File: src/rtl/cpwm_pkg.sv
package cpwm_pkg;

    typedef enum logic {
        DIR_UP   = 1'b0,
        DIR_DOWN = 1'b1
    } dir_e;

endpackage

File: src/rtl/cpwm_counter.sv
module cpwm_counter
    import cpwm_pkg::*;
#(
    parameter int W = 10
) (
    input  logic         clk,
    input  logic         rst_n,
    input  logic         tick_en,
    input  logic         enable,
    input  logic         b2b,
    input  logic [W-1:0] period,
    output logic [W-1:0] cnt,
    output dir_e         dir,
    output logic         bnd
);

    typedef struct packed {
        logic [W-1:0] cnt;
        dir_e         dir;
    } state_t;

    state_t st_d, st_q;
    logic   at_top, at_zero;

    always_comb begin
        st_d    = st_q;
        at_top  = (st_q.cnt >= period);
        at_zero = (st_q.cnt == '0);
        bnd     = enable && tick_en &&
                  (b2b ? (st_q.dir == DIR_DOWN && at_zero) : at_top);
        if (!enable) begin
            st_d.cnt = '0;
            st_d.dir = DIR_UP;
        end else if (tick_en) begin
            if (!b2b) begin
                st_d.dir = DIR_UP;
                st_d.cnt = at_top ? '0 : st_q.cnt + 1'b1;
            end else if (st_q.dir == DIR_UP) begin
                if (at_top) st_d.dir = DIR_DOWN;
                else        st_d.cnt = st_q.cnt + 1'b1;
            end else begin
                if (at_zero) st_d.dir = DIR_UP;
                else         st_d.cnt = st_q.cnt - 1'b1;
            end
        end
    end

    always_ff @(posedge clk or negedge rst_n) begin
        if (!rst_n) begin
            st_q.cnt <= '0;
            st_q.dir <= DIR_UP;
        end else begin
            st_q <= st_d;
        end
    end

    assign cnt = st_q.cnt;
    assign dir = st_q.dir;

endmodule

File: src/rtl/cpwm_shadow.sv
module cpwm_shadow #(
    parameter int W = 10
) (
    input  logic         clk,
    input  logic         rst_n,
    input  logic         enable,
    input  logic         load,
    input  logic [W-1:0] period_in,
    input  logic [W-1:0] duty_in,
    input  logic         b2b_in,
    output logic [W-1:0] period,
    output logic [W-1:0] duty,
    output logic         b2b
);

    typedef struct packed {
        logic [W-1:0] period;
        logic [W-1:0] duty;
        logic         b2b;
    } act_t;

    act_t act_d, act_q;

    always_comb begin
        act_d = act_q;
        if (!enable || load) begin
            act_d.period = period_in;
            act_d.duty   = duty_in;
            act_d.b2b    = b2b_in;
        end
    end

    always_ff @(posedge clk or negedge rst_n) begin
        if (!rst_n) act_q <= '0;
        else        act_q <= act_d;
    end

    assign period = act_q.period;
    assign duty   = act_q.duty;
    assign b2b    = act_q.b2b;

endmodule

File: src/rtl/cpwm_compare.sv
module cpwm_compare #(
    parameter int W = 10
) (
    input  logic         enable,
    input  logic         b2b,
    input  logic         pol_high,
    input  logic [W-1:0] cnt,
    input  logic [W-1:0] period,
    input  logic [W-1:0] duty,
    output logic         pwm
);

    logic full, active;

    always_comb begin
        full = (duty >= period);
        if (!enable)  active = 1'b0;
        else if (b2b) active = full || (cnt >= period - duty);
        else          active = (cnt <= duty);
        pwm = pol_high ? active : !active;
    end

endmodule

File: src/rtl/cpwm_gen.sv
module cpwm_gen
    import cpwm_pkg::*;
#(
    parameter int CNT_W = 10
) (
    input  logic             clk,
    input  logic             rst_n,
    input  logic             tick_en,
    input  logic             enable,
    input  logic             mode_b2b,
    input  logic             pol_high,
    input  logic [CNT_W-1:0] period_in,
    input  logic [CNT_W-1:0] duty_in,
    output logic             pwm_out,
    output logic [CNT_W-1:0] cnt_out
);

    logic [CNT_W-1:0] per_act, duty_act, cnt;
    logic             b2b_act, bnd;
    dir_e             dir;

    cpwm_shadow #(.W(CNT_W)) u_shadow (
        .clk       (clk),
        .rst_n     (rst_n),
        .enable    (enable),
        .load      (bnd),
        .period_in (period_in),
        .duty_in   (duty_in),
        .b2b_in    (mode_b2b),
        .period    (per_act),
        .duty      (duty_act),
        .b2b       (b2b_act)
    );

    cpwm_counter #(.W(CNT_W)) u_counter (
        .clk     (clk),
        .rst_n   (rst_n),
        .tick_en (tick_en),
        .enable  (enable),
        .b2b     (b2b_act),
        .period  (per_act),
        .cnt     (cnt),
        .dir     (dir),
        .bnd     (bnd)
    );

    cpwm_compare #(.W(CNT_W)) u_compare (
        .enable   (enable),
        .b2b      (b2b_act),
        .pol_high (pol_high),
        .cnt      (cnt),
        .period   (per_act),
        .duty     (duty_act),
        .pwm      (pwm_out)
    );

    assign cnt_out = cnt;

endmodule

File: config.mk
export PLATFORM = sky130hd
export DESIGN_NAME = cpwm_gen
export DESIGN_NICKNAME = d
export VERILOG_FILES = /design/src/rtl/cpwm_pkg.sv /design/src/rtl/cpwm_counter.sv /design/src/rtl/cpwm_shadow.sv /design/src/rtl/cpwm_compare.sv /design/src/rtl/cpwm_gen.sv
export SDC_FILE = /design/constraint.sdc
export NUM_CORES = 1
export LEC_CHECK = 0
export CAP_MARGIN = 20
export CORE_MARGIN = 1
export CORE_UTILIZATION = 40
export CTS_BUF_LIST = sky130_fd_sc_hd__clkbuf_4 sky130_fd_sc_hd__clkbuf_8
export DETAILED_ROUTE_END_ITERATION = 8
export GPL_TIMING_DRIVEN = 0
export PLACE_DENSITY = 0.71
export RECOVER_POWER = 100
export SETUP_SLACK_MARGIN = 0.4
export SLEW_MARGIN = 20
export SYNTH_ARGS = -nofsm -noshare
export SYNTH_HDL_FRONTEND = slang
export SYNTH_HIERARCHICAL = 1
export SYNTH_SLANG_ARGS = --single-unit
File: constraint.sdc
create_clock -name clk -period 11.6 [get_ports clk]
set_clock_uncertainty 0.1 [all_clocks]
set_input_delay 3.48 -clock clk [delete_from_list [all_inputs] [get_ports clk]]
set_output_delay 3.48 -clock clk [all_outputs]
set_load 0.01 [all_outputs]
[Word level (Yosys, flattened, before mapping)]
Index checks and enable logic that the tools add are counted.
Storage, ports and cells
  flip-flop bits (word level): 32
  word-level logic and storage cells: 37
Cells by class
  add/subtract/negate cells: 3
  $lt $le $gt $ge: 4
  equal/unequal tests: 3
  mux-type cells: 13
  reductions and logical operators: 9
Operator list (number)
  11-bit two-way mux: 4
  10-bit >= comparator: 3
  10-bit two-way mux: 3
  10-bit by 1-bit adder with 10-bit output, second input constant: 1
  10-bit less-or-equal comparator: 1
  10-bit zero test: 1
  10-bit by 1-bit subtractor with 10-bit output, second input constant: 1
  10-bit subtractor: 1
  1-bit two-way mux: 6
  4-bit by 3-bit inequality test with 1-bit output, second input constant: 1
  4-bit inequality test, second input constant: 1
  1-bit logical AND: 3
  3-bit AND reduction: 1
  1-bit zero test: 2
  1-bit logical OR: 2
  2-bit inequality test, second input constant: 1

[Depth between registers and ports, before layout]
  word-level depth: 7
  gate-level depth with buffers: 16
  depth with buffers taken out: 16

[By module]
The synthesis kept the hierarchy.
By module, submodules not included
  cpwm_counter: instances 1, cells each 177, area each 1342.5 µm², seq. area each 275.3 µm²
  cpwm_compare: instances 1, cells each 122, area each 914.6 µm², seq. area each 0.0 µm²
  cpwm_shadow: instances 1, cells each 45, area each 890.9 µm², seq. area each 525.5 µm²

[Worst setup path after synthesis]
OpenSTA, ideal clock, no wires.
  path kind: input port to output port
  from: input port enable
  to: output port pwm_out
  data arrival time: 4094 ps
  data required time: 8020 ps
  setup slack: 3926 ps
  cell stages on the path: 4
  buffers on the path: 0
  cells stage by stage: nor3b_1 > a32oi_1 > a31oi_1 > xnor2_1
On the way
  longest elaborated chain between the ends: 3
RTL lines
  start: declaration: RTL line cpwm_gen.sv:9  | input logic enable,
  1-bit two-way mux (*): RTL line cpwm_compare.sv:17  | if (!enable) active = 1'b0;
  1-bit zero test: RTL line cpwm_compare.sv:20  | pwm = pol_high ? active : !active;
  1-bit two-way mux (*): RTL line cpwm_compare.sv:20
  end: declaration: RTL line cpwm_gen.sv:14  | output logic pwm_out,
Mark *: on every way between the ends. The rest lies on a longest branch, timed or not.

[Final worst setup path]
Same ends and word-level chain as after synthesis.

==> impl_metrics.csv <==
group,metric,value,unit
run_status,outcome,"completed",
power,power_switching,0.124,mW
synthesis,synth_enable_flop_cells,0,
finish,fillerInstances,742,
power,netSwitchingFraction,34.0,%
detailed_routing,wl_met2,3.50,mm
synthesis,synth_largest_area_cell,"dfrtp_1",
sta,fin_crit,9.34,ns
grt,grt_pass1_vias,2639,
grt,largest_net_degree_at_the_start_of_global_routing,19,
detailed_routing,detail_route.first_pass.iterations,5,
die,initial_util,42.3,%
placed_design,port_buffers,35,
detailed_routing,m1WireLength,3.82,mm
clocking,numClockSinks,32,
finish,layout-drive-gt1-share,5.41,%
synthesis,synth-seq-cells,32,
detailed_routing,detail-route-antenna-nets,0,
power,power.sequential.fraction,35.2,%
synthesis,synth_cell_types,64,
setup_path,worstSetupStartpointType,"input pin",
synthesis,synth-warning-count,6,
finish,final_design_area_no_fill,3620,µm²
power,power.internal,0.240,mW
setup_path,critical_path_peak_fanout,6,
grt,grt.total_usage,20.2,%
sta,final_max_slew_viols,0,
clocking,cts_buffers,5,
die,core,7450,µm²
clocking,clock_insertion_delay_worst_skew,0.29,ns
placed_design,worst_slack_placed,2.43,ns
detailed_routing,drt_wl_total,7.87,mm
flow_run,maximum_capacitance_violations,0,
die,die-width,90.7,µm
synthesis,synth.cell_area,3150,µm²
detailed_routing,highest_signal_layer,"met4",
power,pwr-share-clk,30.4,%
setup_path,timing.critical_path.to_type,"output pin",
clocking,cts_hold_repair.buffers,0,
detailed_routing,met3_length,465,µm
grt,grt_pass1_wl,13.4,mm
grt,grt-ovfl-total,0,
synthesis,postSynthNetCount,414,
detailed_routing,detail_route.drc_violations,0,
synthesis,yosys-top-cells-area,"dfrtp_1 (25%), ha_1 (17%), mux2_4 (9.5%)",
sta,timing.setup.tns,0,ns
clocking,clkTransAtPathRegs,0.07,ns
die,die_area,8230,µm²
placed_design,placedInstanceArea,3640,µm²
clocking,post_cts_resize_count,0,
sta,top_achievable_clock_speed,107,MHz
synthesis,synth-async-reset-ratio,100,%
synthesis,synth_area_per_cell,9.15,µm²
synthesis,synth_seq_area_share,25.4,%
die,die-height,90.7,µm
setup_path,crit_type,"in -> out",
die,floorplan.io_pins,37,
detailed_routing,initialDrtViolationCount,179,
finish,post_layout_utilization_of_the_core,48.6,%
synthesis,synth_cells,344,
detailed_routing,wl_per_cell,16.2,µm
placed_design,gpl.final_weighted_congestion,0.906,
sta,finalWorstSetupSlack,2.26,ns
sta,hold_violations,0,
clocking,postCtsSetupRepairBufs,0,
placed_design,dp_hpwl,6.00,mm
synthesis,yosys_most_used_dff,"dfrtp_1",
min_path,holdCritPathClass,"reg -> reg",
sta,relSlewSlack,32.8,%
sta,rsz0062_at_grt,"no",
clocking,cts_root_buf,"clkbuf_8",
grt,initial_antenna_violation_count,0,
setup_path,arrival,5.76,ns
finish,antennaDiodeCount,0,
finish,design.final.nets,457,
power,powerDensity,101,nW/µm²
clocking,maximum_count_of_clock_buffers_along_a_single_path,2,
clocking,htree_num_levels,2,
power,worst_ir_drop_vdd,0.0000419,V
sta,fin_crit_sh,80.5,%
sta,transition_time_at_the_pin_with_the_least_slew_margin,1.01,ns
sta,setup_viol,0,
power,total_leakage_power,1.63,nW
power,power_frac_comb,34.4,%
setup_path,cp_data_required_time,8.02,ns
detailed_routing,via_per_inst,5.76,
clocking,tritoncts,"done",
detailed_routing,via_count,2805,
finish,area.growth.synth_to_final,14.9,%
die,floorplan.rows,31,
power,finalPower,0.364,mW
synthesis,synthDominantCellAreaShare,25.4,%
## layout make-up
| type | instances | area [µm²] | area share, % |
|---|---|---|---|
| well taps | 99 | 124 | 3.42 |
| inverters | 37 | 139 | 3.84 |
| clock inverters | 3 | 42.5 | 1.18 |
| flip-flops and latches | 32 | 801 | 22.1 |
| plain buffers | 10 | 43.8 | 1.21 |
| clock buffers | 5 | 68.8 | 1.90 |
| repair buffers | 36 | 348 | 9.62 |
| multi-input cells | 265 | 2050 | 56.7 |
## synthesized netlist by cell type (all sizes together), types with 7 or more instances
library cell / count
nand2: 24
nand3: 7
nor2: 23
a21oi: 20
nor3: 9
inv: 36
dfrtp: 32
mux2: 21
o21ai: 14
xnor2: 9
ha: 43
## worst paths after layout
check                                           to  depth (start not counted)  slack (ns)        startpoint
worst max-delay path                       pwm_out                          6        2.26            enable
min in group asynchronous            u_counter/dir                          1        3.15             rst_n
worst max register to register  u_shadow/period[1]                         10        7.94  u_counter/cnt[3]
max in group asynchronous       u_shadow/period[4]                          2        6.88             rst_n
worst min register to register    u_shadow/duty[1]                          1        0.39  u_shadow/duty[1]
worst min-delay path              u_shadow/duty[1]                          1        0.39  u_shadow/duty[1]
## cell usage in the layout (no fill, tap or decap), types with 4 or more instances in the layout
cell type and count:
a21o_1 5, nor2b_1 5, xor2_1 5, dfrtp_1 32
a21oi_1 20, nand3_1 7, nor3_1 9, nand4_1 5
o21ai_0 12, clkdlybuf4s50_1 22, o22ai_1 5, a31oi_1 4
mux2_1 18, ha_1 43, nor2_1 23, xnor2_1 9
inv_1 35, nand2_1 24, clkbuf_1 8, clkbuf_8 5
o31ai_1 5, nand2b_1 5, dlygate4sd3_1 12
## flip-flops by register name, summed over array words and instances, names as in the netlist
name             cells
u_counter/dir        1
u_shadow/duty       10
u_counter/cnt       10
u_shadow/b2b         1
u_shadow/period     10
## metrics by stage
| step | hold slack (ns) | std cells |
|---|---|---|
| final | 0.391 | 487 |
| after global routing | 0.418 | 487 |
| after CTS | 0.421 | 487 |
| after detailed placement | 0.395 | 479 |
| after global placement | 0.399 | 478 |
| after floorplan | 0.382 | 344 |
## power by group through the flow
stage,registers (mW),clock network [mW],logic [mW]
2_1_floorplan,0.128,0,0.0961
3_3_place_gp,0.130,0,0.128
3_5_place_dp,0.131,0,0.133
4_1_cts,0.129,0.115,0.134
5_1_grt,0.129,0.120,0.141
6_report,0.128,0.111,0.125
## logic make-up after synthesis
| family | share of synthesized area (%) |
|---|---|
| xor gates and xnor gates | 3.90 |
| DFF | 25.4 |
| adders and majority gates | 17.7 |
| buffers and inverters | 6.84 |
| and+or+nand+nor | 15.9 |
| muxes | 10.9 |
| AOI/OAI and AO/OA | 19.4 |
## routing by layer
metal	GRT usage, %	vias up
met3	2.69	9
li1	-	1341
met5	0	-
met2	31.6	102
met1	28.9	1353
met4	5.65	0
## critical path, stage by stage
cell and delay (ns):
dlygate4sd3_1 0.70, nor3b_1 0.37, a32oi_1 0.15, a31oi_1 0.28
xnor2_1 0.15, dlygate4sd3_1 0.61
(Power assumes the default switching activity.)
